$ cat src/rtl/rc_seq_pkg.sv
package rc_seq_pkg;
  parameter int unsigned RC_DW = 8;
  localparam int unsigned RC_AW = 2 * RC_DW;
  localparam int unsigned RC_VEC_LSB = 3;
  localparam int unsigned RC_VEC_W = 3;

  typedef logic [RC_DW-1:0] byte_t;
  typedef logic [RC_AW-1:0] addr_t;

  typedef enum logic [1:0] {
    ST_IDLE    = 2'd0,
    ST_WAIT    = 2'd1,
    ST_PUSH_HI = 2'd2,
    ST_PUSH_LO = 2'd3
  } rc_state_e;

  // target address selected by the opcode's vector field
  function automatic addr_t rc_vector_of(input byte_t op);
    addr_t v;
    v = '0;
    v[RC_VEC_LSB +: RC_VEC_W] = op[RC_VEC_LSB +: RC_VEC_W];
    return v;
  endfunction

  function automatic addr_t rc_next_pc(input addr_t pc);
    return pc + addr_t'(1);
  endfunction

  function automatic addr_t rc_sp_down(input addr_t sp, input int unsigned k);
    return sp - addr_t'(k);
  endfunction

  function automatic byte_t rc_hi(input addr_t a);
    return a[RC_AW-1 -: RC_DW];
  endfunction

  function automatic byte_t rc_lo(input addr_t a);
    return a[RC_DW-1:0];
  endfunction
endpackage

$ cat src/rtl/rc_target_sel.sv
module rc_target_sel
  import rc_seq_pkg::*;
(
  input  logic  use_vec_i,
  input  byte_t opcode_i,
  input  addr_t vec_i,
  input  addr_t pc_i,
  output addr_t tgt_o,
  output addr_t ret_o
);
  always_comb begin
    if (use_vec_i) begin
      tgt_o = vec_i;
      ret_o = pc_i;
    end else begin
      tgt_o = rc_vector_of(opcode_i);
      ret_o = rc_next_pc(pc_i);
    end
  end
endmodule

$ cat src/rtl/rc_seq_fsm.sv
module rc_seq_fsm
  import rc_seq_pkg::*;
(
  input  logic clk,
  input  logic rst_n,
  input  logic start_i,
  output logic accept_o,
  output logic busy_o,
  output logic wr_hi_o,
  output logic wr_lo_o
);
  rc_state_e state_q, state_d;

  assign accept_o = (state_q == ST_IDLE) && start_i;
  assign busy_o   = (state_q != ST_IDLE);
  assign wr_hi_o  = (state_q == ST_PUSH_HI);
  assign wr_lo_o  = (state_q == ST_PUSH_LO);

  always_comb begin
    state_d = state_q;
    unique case (state_q)
      ST_IDLE:    if (start_i) state_d = ST_WAIT;
      ST_WAIT:    state_d = ST_PUSH_HI;
      ST_PUSH_HI: state_d = ST_PUSH_LO;
      ST_PUSH_LO: state_d = ST_IDLE;
      default:    state_d = ST_IDLE;
    endcase
  end

  always_ff @(posedge clk) begin
    if (!rst_n) state_q <= ST_IDLE;
    else        state_q <= state_d;
  end

  AST_ACCEPT_TO_WAIT: assert property (@(posedge clk) disable iff (!rst_n) accept_o |=> state_q == ST_WAIT);
  AST_WAIT_TO_HI: assert property (@(posedge clk) disable iff (!rst_n) state_q == ST_WAIT |=> wr_hi_o);
  AST_HI_THEN_LO: assert property (@(posedge clk) disable iff (!rst_n) wr_hi_o |=> wr_lo_o);
  AST_LO_TO_IDLE: assert property (@(posedge clk) disable iff (!rst_n) wr_lo_o |=> !busy_o);
  AST_WR_ONEHOT: assert property (@(posedge clk) disable iff (!rst_n) $onehot0({wr_hi_o, wr_lo_o}));
endmodule

$ cat src/rtl/rc_push_port.sv
module rc_push_port
  import rc_seq_pkg::*;
(
  input  logic  clk,
  input  logic  rst_n,
  input  logic  accept_i,
  input  logic  wr_hi_i,
  input  logic  wr_lo_i,
  input  logic  vec_mode_i,
  input  addr_t tgt_i,
  input  addr_t ret_i,
  input  addr_t sp_i,
  output logic  mem_we_o,
  output addr_t mem_addr_o,
  output byte_t mem_wdata_o,
  output addr_t new_pc_o,
  output addr_t new_sp_o
);
  addr_t ret_q, tgt_q, sp_q;
  logic  vmode_q;

  always_ff @(posedge clk) begin
    if (!rst_n) begin
      ret_q   <= '0;
      tgt_q   <= '0;
      sp_q    <= '0;
      vmode_q <= 1'b0;
    end else if (accept_i) begin
      ret_q   <= ret_i;
      tgt_q   <= tgt_i;
      sp_q    <= sp_i;
      vmode_q <= vec_mode_i;
    end
  end

  always_comb begin
    mem_we_o    = 1'b0;
    mem_addr_o  = '0;
    mem_wdata_o = '0;
    if (wr_hi_i) begin
      mem_we_o    = 1'b1;
      mem_addr_o  = rc_sp_down(sp_q, 1);
      mem_wdata_o = rc_hi(ret_q);
    end else if (wr_lo_i) begin
      mem_we_o    = 1'b1;
      mem_addr_o  = rc_sp_down(sp_q, 2);
      mem_wdata_o = rc_lo(ret_q);
    end
  end

  assign new_pc_o = tgt_q;
  assign new_sp_o = rc_sp_down(sp_q, 2);

  AST_LO_BELOW_HI: assert property (@(posedge clk) disable iff (!rst_n) wr_lo_i |-> mem_addr_o == addr_t'($past(mem_addr_o) - addr_t'(1)));
  AST_VEC_ALIGNED: assert property (@(posedge clk) disable iff (!rst_n) (wr_lo_i && !vmode_q) |-> ((new_pc_o >> (RC_VEC_LSB + RC_VEC_W)) == '0 && new_pc_o[RC_VEC_LSB-1:0] == '0));
endmodule

$ cat src/rtl/rst_call_seq.sv
module rst_call_seq
  import rc_seq_pkg::*;
(
  input  logic        clk,
  input  logic        rst_n,
  input  logic        start_i,
  input  logic        use_vec_i,
  input  logic [7:0]  opcode_i,
  input  logic [15:0] vec_i,
  input  logic [15:0] pc_i,
  input  logic [15:0] sp_i,
  output logic        busy_o,
  output logic        mem_we_o,
  output logic [15:0] mem_addr_o,
  output logic [7:0]  mem_wdata_o,
  output logic        done_o,
  output logic [15:0] new_pc_o,
  output logic [15:0] new_sp_o
);
  logic  accept, busy, wr_hi, wr_lo;
  addr_t tgt, ret;

  rc_target_sel u_sel (
    .use_vec_i (use_vec_i),
    .opcode_i  (opcode_i),
    .vec_i     (vec_i),
    .pc_i      (pc_i),
    .tgt_o     (tgt),
    .ret_o     (ret)
  );

  rc_seq_fsm u_fsm (
    .clk      (clk),
    .rst_n    (rst_n),
    .start_i  (start_i),
    .accept_o (accept),
    .busy_o   (busy),
    .wr_hi_o  (wr_hi),
    .wr_lo_o  (wr_lo)
  );

  rc_push_port u_port (
    .clk         (clk),
    .rst_n       (rst_n),
    .accept_i    (accept),
    .wr_hi_i     (wr_hi),
    .wr_lo_i     (wr_lo),
    .vec_mode_i  (use_vec_i),
    .tgt_i       (tgt),
    .ret_i       (ret),
    .sp_i        (sp_i),
    .mem_we_o    (mem_we_o),
    .mem_addr_o  (mem_addr_o),
    .mem_wdata_o (mem_wdata_o),
    .new_pc_o    (new_pc_o),
    .new_sp_o    (new_sp_o)
  );

  assign busy_o = busy;
  assign done_o = wr_lo;

  AST_IGNORE_BUSY_START: assert property (@(posedge clk) disable iff (!rst_n) (busy && start_i) |=> ($stable(new_pc_o) && $stable(new_sp_o)));
  AST_NO_WRITE_IDLE: assert property (@(posedge clk) disable iff (!rst_n) !busy |-> !mem_we_o);
  AST_DONE_WITH_WRITE: assert property (@(posedge clk) disable iff (!rst_n) done_o |-> mem_we_o);
endmodule

$ cat config.mk
export PLATFORM = sky130hd
export DESIGN_NAME = rst_call_seq
export DESIGN_NICKNAME = d
export VERILOG_FILES = /design/src/rtl/rc_seq_pkg.sv /design/src/rtl/rc_target_sel.sv /design/src/rtl/rc_seq_fsm.sv /design/src/rtl/rc_push_port.sv /design/src/rtl/rst_call_seq.sv
export SDC_FILE = /design/constraint.sdc
export NUM_CORES = 1
export LEC_CHECK = 0
export ABC_AREA = 1
export CORE_ASPECT_RATIO = 0.75
export CORE_MARGIN = 2
export CORE_UTILIZATION = 49
export CTS_BUF_LIST = sky130_fd_sc_hd__clkbuf_8
export CTS_CLUSTER_DIAMETER = 200
export DETAILED_ROUTE_END_ITERATION = 10
export PLACE_DENSITY_LB_ADDON = 0.05
export SLEW_MARGIN = 20
export SYNTH_ARGS = -nofsm -noshare
export SYNTH_HDL_FRONTEND = slang
export SYNTH_SLANG_ARGS = --single-unit
$ cat constraint.sdc
create_clock -name clk -period 4.25 [get_ports clk]
set_clock_uncertainty 0.1 [all_clocks]
set_input_delay 0.85 -clock clk [delete_from_list [all_inputs] [get_ports clk]]
set_output_delay 0.85 -clock clk [all_outputs]
set_load 0.005 [all_outputs]
; ---- Word level (Yosys, flattened, before mapping)
; Cells that the tools add are included.
[op_classes]
n_addsub = 3
n_eq_ne = 4
n_mux = 10
reduce_logical = 3
[ops]
columns = op, count
row1 = $mux W16, 4
row2 = $add A16 B1 Y16 const B, 1
row3 = $mux W8, 2
row4 = $sub A16 B1 Y16 const B, 1
row5 = $sub A16 B2 Y16 const B, 1
row6 = $pmux W2 S4, 1
row7 = $eq A2 B2 Y1 const B, 2
row8 = $eq A2 B1 Y1 const B, 1
row9 = $logic_not A2 Y1, 1
row10 = $mux W1, 2
row11 = $mux W2, 1
row12 = $ne A2 B2 Y1 const B, 1
row13 = $reduce_bool A2 Y1, 1
row14 = $logic_and A1 B1 Y1, 1
[word_totals]
register_bits = 50

; ---- Depth between registers and ports, before layout
; Gate-level depths: netlist of run 1.
[logic_depth]
depth_word = 3
depth_mapped = 10
ltp_nobuf = 10

; ---- Cells and area by module
; A second synthesis of run 1 with hierarchy kept.
[unflattened]
cells_unflattened = 516
hier_area_um2 = 3289.4
[by_module_without_submodules]
columns = module, n_inst, cells_each, area_each_um2
row1 = rc_push_port, 1, 384, 2583.7
row2 = rc_target_sel, 1, 108, 543.0
row3 = rc_seq_fsm, 1, 24, 162.7

; ---- Worst setup path after synthesis of run 1
; No wires, ideal clock.
[synth_timing]
kind = register to output
start = register u_port.sp_q[1]
end = output port mem_addr_o[15]
t_arrival_ns = 1.289
required_ns = 3.300
slack_ns = 2.011
stages_incl_launch_ff = 10
path_buffers = 0
path_cell_list = dfxtp_1 -> inv_1 -> ha_1 -> nand2_1 -> nand2_1 -> nor2_2 -> nand2_1 -> xor2_1 -> nand2_1 -> nand2_1
[synth_via]
elab_chain_cells = 3
elab_cells_between_ends = 4
classes_between = add/sub: 2 / mux: 2
[synth_lines]
columns = item, line
row1 = from (decl), rc_push_port.sv:19  ; addr_t ret_q, tgt_q, sp_q;
row2 = from (signal assigned), rc_push_port.sv:31  ; sp_q <= sp_i;
row3 = $sub A16 B2 Y16, rc_seq_pkg.sv:30  ; return sp - addr_t'(k);
row4 = $mux W16, rc_push_port.sv:44  ; end else if (wr_lo_i) begin
row5 = $mux W16 (*), rc_push_port.sv:40  ; if (wr_hi_i) begin
row6 = to (decl), rst_call_seq.sv:14  ; output logic [15:0] mem_addr_o,
; Every way passes the cells marked *; elsewhere a longest branch is shown, timed or not.

; ---- Worst setup path after layout of run 1
[layout_timing]
start = register u_fsm.state_q[0]
end = output port mem_addr_o[7]
[layout_via]
elab_chain_cells = 3
elab_cells_between_ends = 4
classes_between = eq/ne: 2 / mux: 2
[layout_lines]
columns = item, line
row1 = from (decl), rc_seq_fsm.sv:12  ; rc_state_e state_q, state_d;
row2 = from (signal assigned), rc_seq_fsm.sv:32  ; else state_q <= state_d;
row3 = $eq A2 B2 Y1, rc_seq_fsm.sv:17  ; assign wr_lo_o = (state_q == ST_PUSH_LO);
row4 = $mux W16, rc_push_port.sv:44
row5 = $mux W16 (*), rc_push_port.sv:40
; Marks and branches as above.

==> results.tsv, run 1 <==
metric	value	unit
most used cells in the layout excluding fill and tap cells	sky130_fd_sc_hd__clkdlybuf4s50_1 (113), sky130_fd_sc_hd__nand2_1 (110), sky130_fd_sc_hd__inv_1 (55), sky130_fd_sc_hd__dfxtp_1 (50), sky130_fd_sc_hd__a21oi_1 (48)	
critical path type	flip-flop to output pin	
leading cell type in the layout, fill and taps excluded	sky130_fd_sc_hd__clkdlybuf4s50_1	
upper clock frequency limit	278.2	MHz
Post-synth top flop	sky130_fd_sc_hd__dfxtp_1	
power density over the cells	537.5	mW/mm2
fraction of final layout cells with drive strength greater than 1	0.06435	
aggregate global-route resource usage	0.2594	
max capacitance violation total	0	
HPWL after DPL	6.656	mm
Detailed Routing Iterations Pass 1	5	
worst-case clock buffer depth	2	
path category of the worst min-delay check	flip-flop to flip-flop	
Period minus WS final	3.595	ns
number of clock sinks	50	
clock tree from TritonCTS	yes	
fin cells	656	
final wirelength	8.726	mm
number of synthesized register bits	50	
setup repair after global routing missed its margin	false	
data arrival time at the worst-slack endpoint	2.64	ns
async set-or-reset flop fraction in the synthesized netlist	0	
setup total negative slack	0	ns
number of global-route vias before repair	3050	
nets in the synthesized netlist	537	
largest net degree at the start of global routing	48	
highest fanout seen on the critical path	10	
EDFF count, synth	0	
die outline height	72.90	um
I/O pin count	119	
site row count	25	
Hold Buf Count CTS	0	
result of the run	finished, final reports clean	
P&R area growth vs syn	40.54	%
via/cell ratio	5.203	
initial core utilization	0.4983	
Tcrit/Tclk final	0.8458	
DRC violations left	0	
post-layout net count	642	
number of setup buffers added after CTS	0	
initial antenna violation count	0	
final number of setup-violating endpoints	0	
multi-input combinational cell area	0.001777	mm2
GRT overflow	0	
antenna diode count	0	
quantity of gates resized following cts	0	
Placer Congestion	0.9084	
worst-case headroom to the max-slew limit	0.4685	
CTS Buf Count	5	
number of warnings printed during yosys synthesis	0	
total power draw	2.343	mW
sort of element at the start of the critical path	flip-flop	
Routed Antenna Nets	0	
total placed cells including tap cells	648	
endpoints failing hold	0	
Die Wd	95.87	um
Root Buffer	sky130_fd_sc_hd__clkbuf_8	
full die area	0.006989	mm2
Mapped Cells	469	
H-tree lvl count	2	
Avg Inst Size Synth	6.613	um2
number of buffers added on ports	113	
first-pass GRT wire length	14.15	mm
CORE AREA	0.006225	mm2
register area share after synthesis	0.3227	
Reg area	0.001001	mm2
Iteration-0 DRC Markers	172	
latest clock arrival within the worst-skew pair	0.31	ns
library cells used by synthesis	29	
mapped cell area	0.003102	mm2
average detailed-routed wire length per instance	13.30	um
clock slew at the register clock pins of the worst setup and hold paths	0.09	ns
actual slew at the worst max-slew pin	0.7963	ns
worst hold slack after final layout	0.3678	ns
total via count in the routed design	3413	
Worst IR Drop VDD	0.2505	mV
required time of the worst setup path	3.30	ns
number of slew-limit violations in the final report	0	
Leakage Power	1.848	nW
count of fill cells added during filler insertion	555	
critical path capture point type	output pin	
==> cells by family (layout without fill, tap and decap cells) <==
group / after synthesis / in the layout / synth area share
and+or+nand+nor: 197 / 197 / 0.2739
AOI/OAI and AO/OA: 111 / 111 / 0.1940
buffers and inverters: 79 / 185 / 0.1045
DFF: 50 / 50 / 0.3227
xor gates and xnor gates: 24 / 24 / 0.07261
adders and majority gates: 8 / 8 / 0.03227
==> cell usage after synthesis (3+ instances only) <==
cell                         n  area [um2]
sky130_fd_sc_hd__a21oi_1    48       240.2
sky130_fd_sc_hd__a22o_1      6       52.55
sky130_fd_sc_hd__buf_2       7       35.03
sky130_fd_sc_hd__clkbuf_1   10       37.54
sky130_fd_sc_hd__dfxtp_1    50        1001
sky130_fd_sc_hd__ha_1        8       100.1
sky130_fd_sc_hd__inv_1      55       206.5
sky130_fd_sc_hd__inv_2       3       11.26
sky130_fd_sc_hd__nand2_1   110       412.9
sky130_fd_sc_hd__nand2_2     4       25.02
sky130_fd_sc_hd__nand3_1    28       140.1
sky130_fd_sc_hd__nand4_1     4       25.02
sky130_fd_sc_hd__nor2_1     33       123.9
sky130_fd_sc_hd__nor2_2     12       75.07
sky130_fd_sc_hd__o211ai_1    4       30.03
sky130_fd_sc_hd__o21ai_0    46       230.2
sky130_fd_sc_hd__o21bai_1    3       22.52
sky130_fd_sc_hd__o22ai_1     3       18.77
sky130_fd_sc_hd__xnor2_1     3       26.28
sky130_fd_sc_hd__xor2_1     19       166.4
==> per-stage QoR <==
step / cell area [um2] / worst slack [ns] / utilization
after floorplan: 3102 / 2.011 / -
after global placement: 4269 / 1.027 / 0.6858
after detailed placement: 4269 / 0.9871 / 0.6858
after CTS: 4359 / 0.6385 / 0.7003
after global routing: 4359 / 0.4207 / 0.7003
final: 4359 / 0.6554 / 0.7003
==> worst max-delay path, cell delays in order, from the launching register on <==
cell and delay [ns]:
sky130_fd_sc_hd__dfxtp_1 0.34, sky130_fd_sc_hd__inv_1 0.09, sky130_fd_sc_hd__ha_1 0.34, sky130_fd_sc_hd__nor2_1 0.53
sky130_fd_sc_hd__inv_2 0.23, sky130_fd_sc_hd__o21ai_0 0.26, sky130_fd_sc_hd__clkdlybuf4s50_1 0.54
==> cell type report <==
type	instances	area share
Multi-Input combinational cell	340	0.4076
Timing Repair Buffer	118	0.2681
Sequential cell	50	0.2296
Inverter	59	0.05080
Tap cell	81	0.02325
Clock buffer	5	0.01579
Clock inverter	3	0.004879
==> per-layer routing <==
metal,vias up,global-route usage,routed length (um),part of all wire
met5,-,0,0,0
li1,1713,-,-,-
met1,1554,0.3537,4046,0.46
met4,0,0.06190,93,0.011
met3,11,0.08368,820,0.094
met2,135,0.4009,3766,0.43
==> flip-flops by register name, indices dropped and copies added, names as in the netlist <==
register	count
u_port.new_pc_o	16
u_fsm.state_q	2
u_port.ret_q	16
u_port.sp_q	16
==> worst paths after layout <==
check / start / end / slack (ns) / cells past startpoint
hold reg to reg: u_port.new_pc_o[13]$_SDFFE_PN0P_ / u_port.new_pc_o[13]$_SDFFE_PN0P_ / 0.37 / 2
hold / removal: u_port.new_pc_o[13]$_SDFFE_PN0P_ / u_port.new_pc_o[13]$_SDFFE_PN0P_ / 0.37 / 2
setup reg to reg: u_fsm.state_q[0]$_SDFFE_PN0P_ / u_port.ret_q[13]$_SDFFE_PN0P_ / 2.16 / 8
setup / recovery: u_fsm.state_q[0]$_SDFFE_PN0P_ / mem_addr_o[7] / 0.66 / 6
==> power breakdown <==
group,internal [mW],switching (mW),total (mW)
Clock,0.116,0.169,0.285
Sequential,0.582,0.0849,0.667
Combinational,0.666,0.725,1.39
Total,1.36,0.979,2.34
Power figures use the tool's default switching activity.
==> run 2, diff against run 1 <==
Settings changed: CORE_UTILIZATION 49 to 41.
Clock period 4.25 ns to 3.1 ns, I/O delays scaled along.
==> run 2 against run 1 <==
Worst setup slack got worse by 0.43 ns. Die area increased by 19%. Sequential share of layout area fell by 0.35 points. Power up 41%. Sequential power rose by 37%. Non-clock buffer count rose by 2. Largest cell class unchanged. Cell area is 1.8% higher. Highest routed layer unchanged. Critical endpoint is now mem_addr_o[15]. Count of clock-buffer cells in the layout rose by 1.
==> results.tsv, run 2 (same netlist as run 1, synthesis figures left out) <==
metric	value	unit	change
quantity of gates resized following cts	0		unchanged
max capacitance violation total	0		unchanged
site row count	27		was 25
final wirelength	8.983	mm	was 8.726 mm
CTS Buf Count	5		unchanged
average detailed-routed wire length per instance	13.27	um	was 13.30 um
finished layout cell area	0.004437	mm2	was 0.004359 mm2
total power draw	3.309	mW	was 2.343 mW
antenna diode count	0		unchanged
slowest CP cell	sky130_fd_sc_hd__clkdlybuf4s50_1		unchanged
number of buffers added on ports	113		unchanged
highest fanout seen on the critical path	8		was 10
number of global-route vias before repair	3130		was 3050
Hold Buf Count CTS	0		unchanged
placement-stage cell area	0.004309	mm2	was 0.004269 mm2
family with the most delay on the worst path	buffers and inverters		unchanged
Iteration-0 DRC Markers	179		was 172
worst-case headroom to the max-slew limit	0.6532		was 0.4685
endpoints failing hold	0		unchanged
H-tree lvl count	2		unchanged
sort of element at the start of the critical path	flip-flop		unchanged
CORE AREA	0.007331	mm2	was 0.006225 mm2
chain of cells forming the critical path	inv_2 -> ha_1 -> inv_1 -> nor2_4 -> nand2_1 -> xor2_1 -> nand2_1 -> nand2_1 -> clkdlybuf4s50_1		was inv_1 -> ha_1 -> nor2_1 -> inv_2 -> o21ai_0 -> clkdlybuf4s50_1
post-layout net count	644		was 642
die outline height	79.33	um	was 72.90 um
Routed Antenna Nets	0		unchanged
Root Buffer	sky130_fd_sc_hd__clkbuf_8		unchanged
Placer Congestion	0.8680		was 0.9084
CP bufs+invs	3		unchanged
critical path capture point type	output pin		unchanged
number of slew-limit violations in the final report	0		unchanged
Die Wd	104.4	um	was 95.87 um
setup total negative slack	0	ns	unchanged
actual slew at the worst max-slew pin	0.5170	ns	was 0.7963 ns
clock slew at the register clock pins of the worst setup and hold paths	0.08	ns	was 0.09 ns
required time of the worst setup path	2.38	ns	was 3.30 ns
leading cell type in the layout, fill and taps excluded	sky130_fd_sc_hd__clkdlybuf4s50_1		unchanged
aggregate global-route resource usage	0.2214		was 0.2594
initial antenna violation count	0		unchanged
GRT overflow	0		unchanged
total via count in the routed design	3313		was 3413
DRC violations left	0		unchanged
Tcrit/Tclk final	0.9284		
via/cell ratio	4.894		was 5.203
P&R area growth vs syn	43.04	%	was 40.54%
upper clock frequency limit	347.5	MHz	
worst-case clock buffer depth	2		unchanged
latest clock arrival within the worst-skew pair	0.30	ns	was 0.31 ns
max incr delay on CP	0.50	ns	was 0.54 ns
most used cells in the layout excluding fill and tap cells	sky130_fd_sc_hd__clkdlybuf4s50_1 (112), sky130_fd_sc_hd__nand2_1 (110), sky130_fd_sc_hd__inv_1 (52), sky130_fd_sc_hd__a21oi_1 (48), sky130_fd_sc_hd__dfxtp_1 (48)		was sky130_fd_sc_hd__clkdlybuf4s50_1 (113), sky130_fd_sc_hd__nand2_1 (110), sky130_fd_sc_hd__inv_1 (55), sky130_fd_sc_hd__dfxtp_1 (50), sky130_fd_sc_hd__a21oi_1 (48)
number of setup buffers added after CTS	0		unchanged
clock tree from TritonCTS	yes		unchanged
critical path type	flip-flop to output pin		unchanged
HPWL after DPL	6.869	mm	was 6.656 mm
CP dominant cell by count	sky130_fd_sc_hd__nand2_1		
data arrival time at the worst-slack endpoint	2.16	ns	was 2.64 ns
fraction of final layout cells with drive strength greater than 1	0.07813		was 0.06435
final core utilization	0.6052		was 0.7003
Worst IR Drop VDD	0.3020	mV	was 0.2505 mV
power density over the cells	745.9	mW/mm2	was 537.5 mW/mm2
Period minus WS final	2.878	ns	
I/O pin count	119		unchanged
number of clock sinks	50		unchanged
setup repair after global routing missed its margin	false		unchanged
result of the run	finished, final reports clean		unchanged
largest net degree at the start of global routing	48		unchanged
initial core utilization	0.4231		was 0.4983
path category of the worst min-delay check	flip-flop to flip-flop		unchanged
first-pass GRT wire length	14.84	mm	was 14.15 mm
Detailed Routing Iterations Pass 1	4		was 5
final number of setup-violating endpoints	0		unchanged
Leakage Power	1.886	nW	was 1.848 nW
full die area	0.008284	mm2	was 0.006989 mm2
## run 2: cell count changes in the layout (fill, tap and decap cells not counted), moves of 2 or more
cell and change:
sky130_fd_sc_hd__ha_1 -2, sky130_fd_sc_hd__buf_4 +2, sky130_fd_sc_hd__ha_2 +2, sky130_fd_sc_hd__dfxtp_2 +2, sky130_fd_sc_hd__inv_2 +3, sky130_fd_sc_hd__dfxtp_1 -2
sky130_fd_sc_hd__inv_1 -3
## run 2: area by class of cell
type | count | area, um2
fillers | 732 | 2894
clock inverters | 1 | 30.03
inverters | 59 | 221.5
repair buffers | 120 | 1186
well taps | 101 | 126.4
clock buffers | 6 | 82.58
flip-flops and latches | 50 | 1003
multi-input cells | 340 | 1787
## run 2: path summary, 6_finish.rpt
check / from / endpoint / slack (ns) / depth (start not counted)
max: u_port.sp_q[1]$_SDFFE_PN0P_ / mem_addr_o[15] / 0.22 / 9
min: u_port.new_pc_o[14]$_SDFFE_PN0P_ / u_port.new_pc_o[14]$_SDFFE_PN0P_ / 0.37 / 2
max reg2reg: u_fsm.state_q[1]$_SDFFE_PN0P_ / u_port.sp_q[7]$_SDFFE_PN0P_ / 1.37 / 6
min reg2reg: u_port.new_pc_o[14]$_SDFFE_PN0P_ / u_port.new_pc_o[14]$_SDFFE_PN0P_ / 0.37 / 2
## run 2: power breakdown
part           switching (mW)  internal [mW]
Clock                   0.215          0.258
Combinational           0.996          0.925
Sequential              0.116          0.800
## run 2: metal layers
layer,up-vias,GRT usage,share of wire
met3,7,0.07307,0.091
met4,0,0.02568,0.0063
met1,1475,0.3085,0.48
met2,110,0.3431,0.42
met5,-,0,0
li1,1721,-,-
## run 2: worst reg2reg max path: cells and delay by family, from the launching register on
family          cells  cell delay (ns)
compound gates      2             0.38
fa+ha+maj           1             0.20
buf+inv             2             0.51
flops               1             0.37
simple gates        1             0.11
## run 2: stage by stage
stage	setup slack (ns)	hold slack, ns	cells
2_1_floorplan	1.091	0.3608	469
3_3_place_gp	0.4301	0.3503	670
3_5_place_dp	0.3899	0.3589	670
4_1_cts	0.04167	0.3697	677
5_1_grt	0.01632	0.3950	677
6_report	0.2221	0.3665	677
==> run 3, diff against run 2 <==
Settings changed: CELL_PAD_IN_SITES_DETAIL_PLACEMENT set to 2, CELL_PAD_IN_SITES_GLOBAL_PLACEMENT set to 2, CORE_UTILIZATION 41 to 21.
==> run 3 against run 2 <==
Sequential power hardly changed. Combinational power rose by 9%. Cell area increased by 3.6%. Sequential cell count unchanged. Clock power shrank 15%. Die area rose by 90%. Worst setup slack got worse by 0.065 ns. Largest cell class unchanged. Register-to-register slack worse by 0.11 ns. Largest power group unchanged. Count of clock-buffer cells in the layout stayed put. First-iteration DRC count down 51%.
==> results.tsv, run 3 (same netlist as run 1, synthesis figures left out) <==
metric	value	unit	change
die outline height	109.3	um	was 79.33 um
total power draw	3.417	mW	was 3.309 mW
data arrival time at the worst-slack endpoint	2.22	ns	was 2.16 ns
latest clock arrival within the worst-skew pair	0.31	ns	was 0.30 ns
Iteration-0 DRC Markers	88		was 179
initial core utilization	0.2146		was 0.4231
I/O pin count	119		unchanged
met3 Use GR	0.05094		was 0.07307
via/cell ratio	4.433		was 4.894
P&R area growth vs syn	48.12	%	was 43.04%
fraction of final layout cells with drive strength greater than 1	0.09138		was 0.07813
met2 global-route usage	0.2508		was 0.3431
number of slew-limit violations in the final report	0		unchanged
met1 layer usage reported by global route	0.2248		was 0.3085
path category of the worst min-delay check	flip-flop to flip-flop		unchanged
Routed Antenna Nets	0		unchanged
Detailed Routing Iterations Pass 1	4		unchanged
number of global-route vias before repair	3776		was 3130
highest fanout seen on the critical path	5		was 8
final wirelength	12.40	mm	was 8.983 mm
total via count in the routed design	3458		was 3313
post-layout net count	649		was 644
Die Wd	144.3	um	was 104.4 um
Placer Congestion	0.7700		was 0.8680
count of fill cells added during filler insertion	1748		was 732
fin cells	780		was 677
full die area	0.01577	mm2	was 0.008284 mm2
Hold Buf Count CTS	0		unchanged
Tcrit/Tclk final	0.9492		was 0.9284
power density over the cells	743.7	mW/mm2	was 745.9 mW/mm2
number of clock sinks	50		unchanged
Leakage Power	1.896	nW	was 1.886 nW
worst-case headroom to the max-slew limit	0.5985		was 0.6532
number of cell instances on the worst register-to-register path	6		unchanged
HPWL after DPL	9.646	mm	was 6.869 mm
actual slew at the worst max-slew pin	0.5985	ns	was 0.5170 ns
critical path type	flip-flop to output pin		unchanged
most used cells in the layout excluding fill and tap cells	sky130_fd_sc_hd__clkdlybuf4s50_1 (112), sky130_fd_sc_hd__nand2_1 (108), sky130_fd_sc_hd__inv_1 (51), sky130_fd_sc_hd__dfxtp_1 (49), sky130_fd_sc_hd__a21oi_1 (47)		was sky130_fd_sc_hd__clkdlybuf4s50_1 (112), sky130_fd_sc_hd__nand2_1 (110), sky130_fd_sc_hd__inv_1 (52), sky130_fd_sc_hd__a21oi_1 (48), sky130_fd_sc_hd__dfxtp_1 (48)
Period minus WS final	2.942	ns	was 2.878 ns
DRC violations left	0		unchanged
total placed cells including tap cells	771		was 670
initial antenna violation count	0		unchanged
Root Buffer	sky130_fd_sc_hd__clkbuf_8		unchanged
Worst IR Drop VDD	0.1907	mV	was 0.3020 mV
H-tree lvl count	2		unchanged
max capacitance violation total	0		unchanged
worst-case clock buffer depth	2		unchanged
endpoints failing hold	0		unchanged
result of the run	finished, final reports clean		unchanged
number of buffers added on ports	113		unchanged
aggregate global-route resource usage	0.1613		was 0.2214
CTS Buf Count	5		unchanged
site row count	38		was 27
largest net degree at the start of global routing	48		unchanged
average detailed-routed wire length per instance	15.90	um	was 13.27 um
first-pass GRT wire length	19.62	mm	was 14.84 mm
upper clock frequency limit	339.9	MHz	was 347.5 MHz
worst hold path depth	2		unchanged
critical path capture point type	output pin		unchanged
final number of setup-violating endpoints	0		unchanged
leading cell type in the layout, fill and taps excluded	sky130_fd_sc_hd__clkdlybuf4s50_1		unchanged
GRT overflow	0		unchanged
required time of the worst setup path	2.38	ns	about the same
antenna diode count	0		unchanged
multi-input combinational cell area	0.001808	mm2	was 0.001787 mm2
most used routing layer in global routing	met2		unchanged
Reg area	0.001002	mm2	was 0.001003 mm2
CORE AREA	0.01445	mm2	was 0.007331 mm2
clock tree from TritonCTS	yes		unchanged
sort of element at the start of the critical path	flip-flop		unchanged
clock slew at the register clock pins of the worst setup and hold paths	0.10	ns	was 0.08 ns
-- run 3: area by class of cell --
class,count,area share
tap,200,0.05447
sequential,50,0.2181
clock buffer,6,0.01797
inverter,59,0.04956
multi-input combinational,340,0.3935
timing repair buffer,125,0.2663
-- run 3: layer usage --
| layer | up-vias | routed length, um |
|---|---|---|
| met1 | 1661 | 6283 |
| met2 | 67 | 5311 |
| met5 | - | 0 |
| met4 | 0 | 42 |
| met3 | 5 | 764 |
| li1 | 1725 | - |
-- run 3: where the power goes --
| part | switching (mW) | internal [mW] |
|---|---|---|
| clock network | 0.227 | 0.173 |
| logic | 1.13 | 0.968 |
| registers | 0.120 | 0.799 |
| total | 1.48 | 1.94 |
-- run 3: repair_timing --
item | in CTS | in global routing
buffers inserted | 0 | 3
endpoints found under the setup margin | 5 | 7
gates resized for setup | 3 | 13
pin swaps | 0 | 1
-- run 3: path summary, 6_finish.rpt --
| kind | startpoint | endpoint | slack [ns] |
|---|---|---|---|
| hold / removal | u_port.new_pc_o[2]$_SDFFE_PN0P_ | u_port.new_pc_o[2]$_SDFFE_PN0P_ | 0.37 |
| setup / recovery | u_port.sp_q[2]$_SDFFE_PN0P_ | mem_addr_o[13] | 0.16 |
| hold reg to reg | u_port.new_pc_o[2]$_SDFFE_PN0P_ | u_port.new_pc_o[2]$_SDFFE_PN0P_ | 0.37 |
| setup reg to reg | u_fsm.state_q[1]$_SDFFE_PN0P_ | u_port.sp_q[4]$_SDFFE_PN0P_ | 1.26 |
-- run 3: worst max-delay path, stage by stage (launching register included) --
cell                              delay (ns)
sky130_fd_sc_hd__dfxtp_2                0.35
sky130_fd_sc_hd__inv_1                  0.16
sky130_fd_sc_hd__ha_4                   0.19
sky130_fd_sc_hd__nand2_2                0.10
sky130_fd_sc_hd__nor2_1                 0.19
sky130_fd_sc_hd__nand2_1                0.13
sky130_fd_sc_hd__xor2_1                 0.15
sky130_fd_sc_hd__nand2_1                0.07
sky130_fd_sc_hd__nand2_1                0.07
sky130_fd_sc_hd__clkdlybuf4s50_1        0.50
-- run 3: stage by stage --
stage          instance area [um2]  setup slack (ns)  setup TNS [ns]  hold WS, ns  utilization
2_1_floorplan                 3102             1.091               0       0.3608            -
3_3_place_gp                  4448            0.3171               0       0.3515       0.3077
3_5_place_dp                  4448            0.2515               0       0.3591       0.3077
4_1_cts                       4538          0.008216               0       0.3761       0.3140
5_1_grt                       4594        -0.0003664      -0.0003664       0.3908       0.3179
6_report                      4594            0.1575               0       0.3699       0.3179
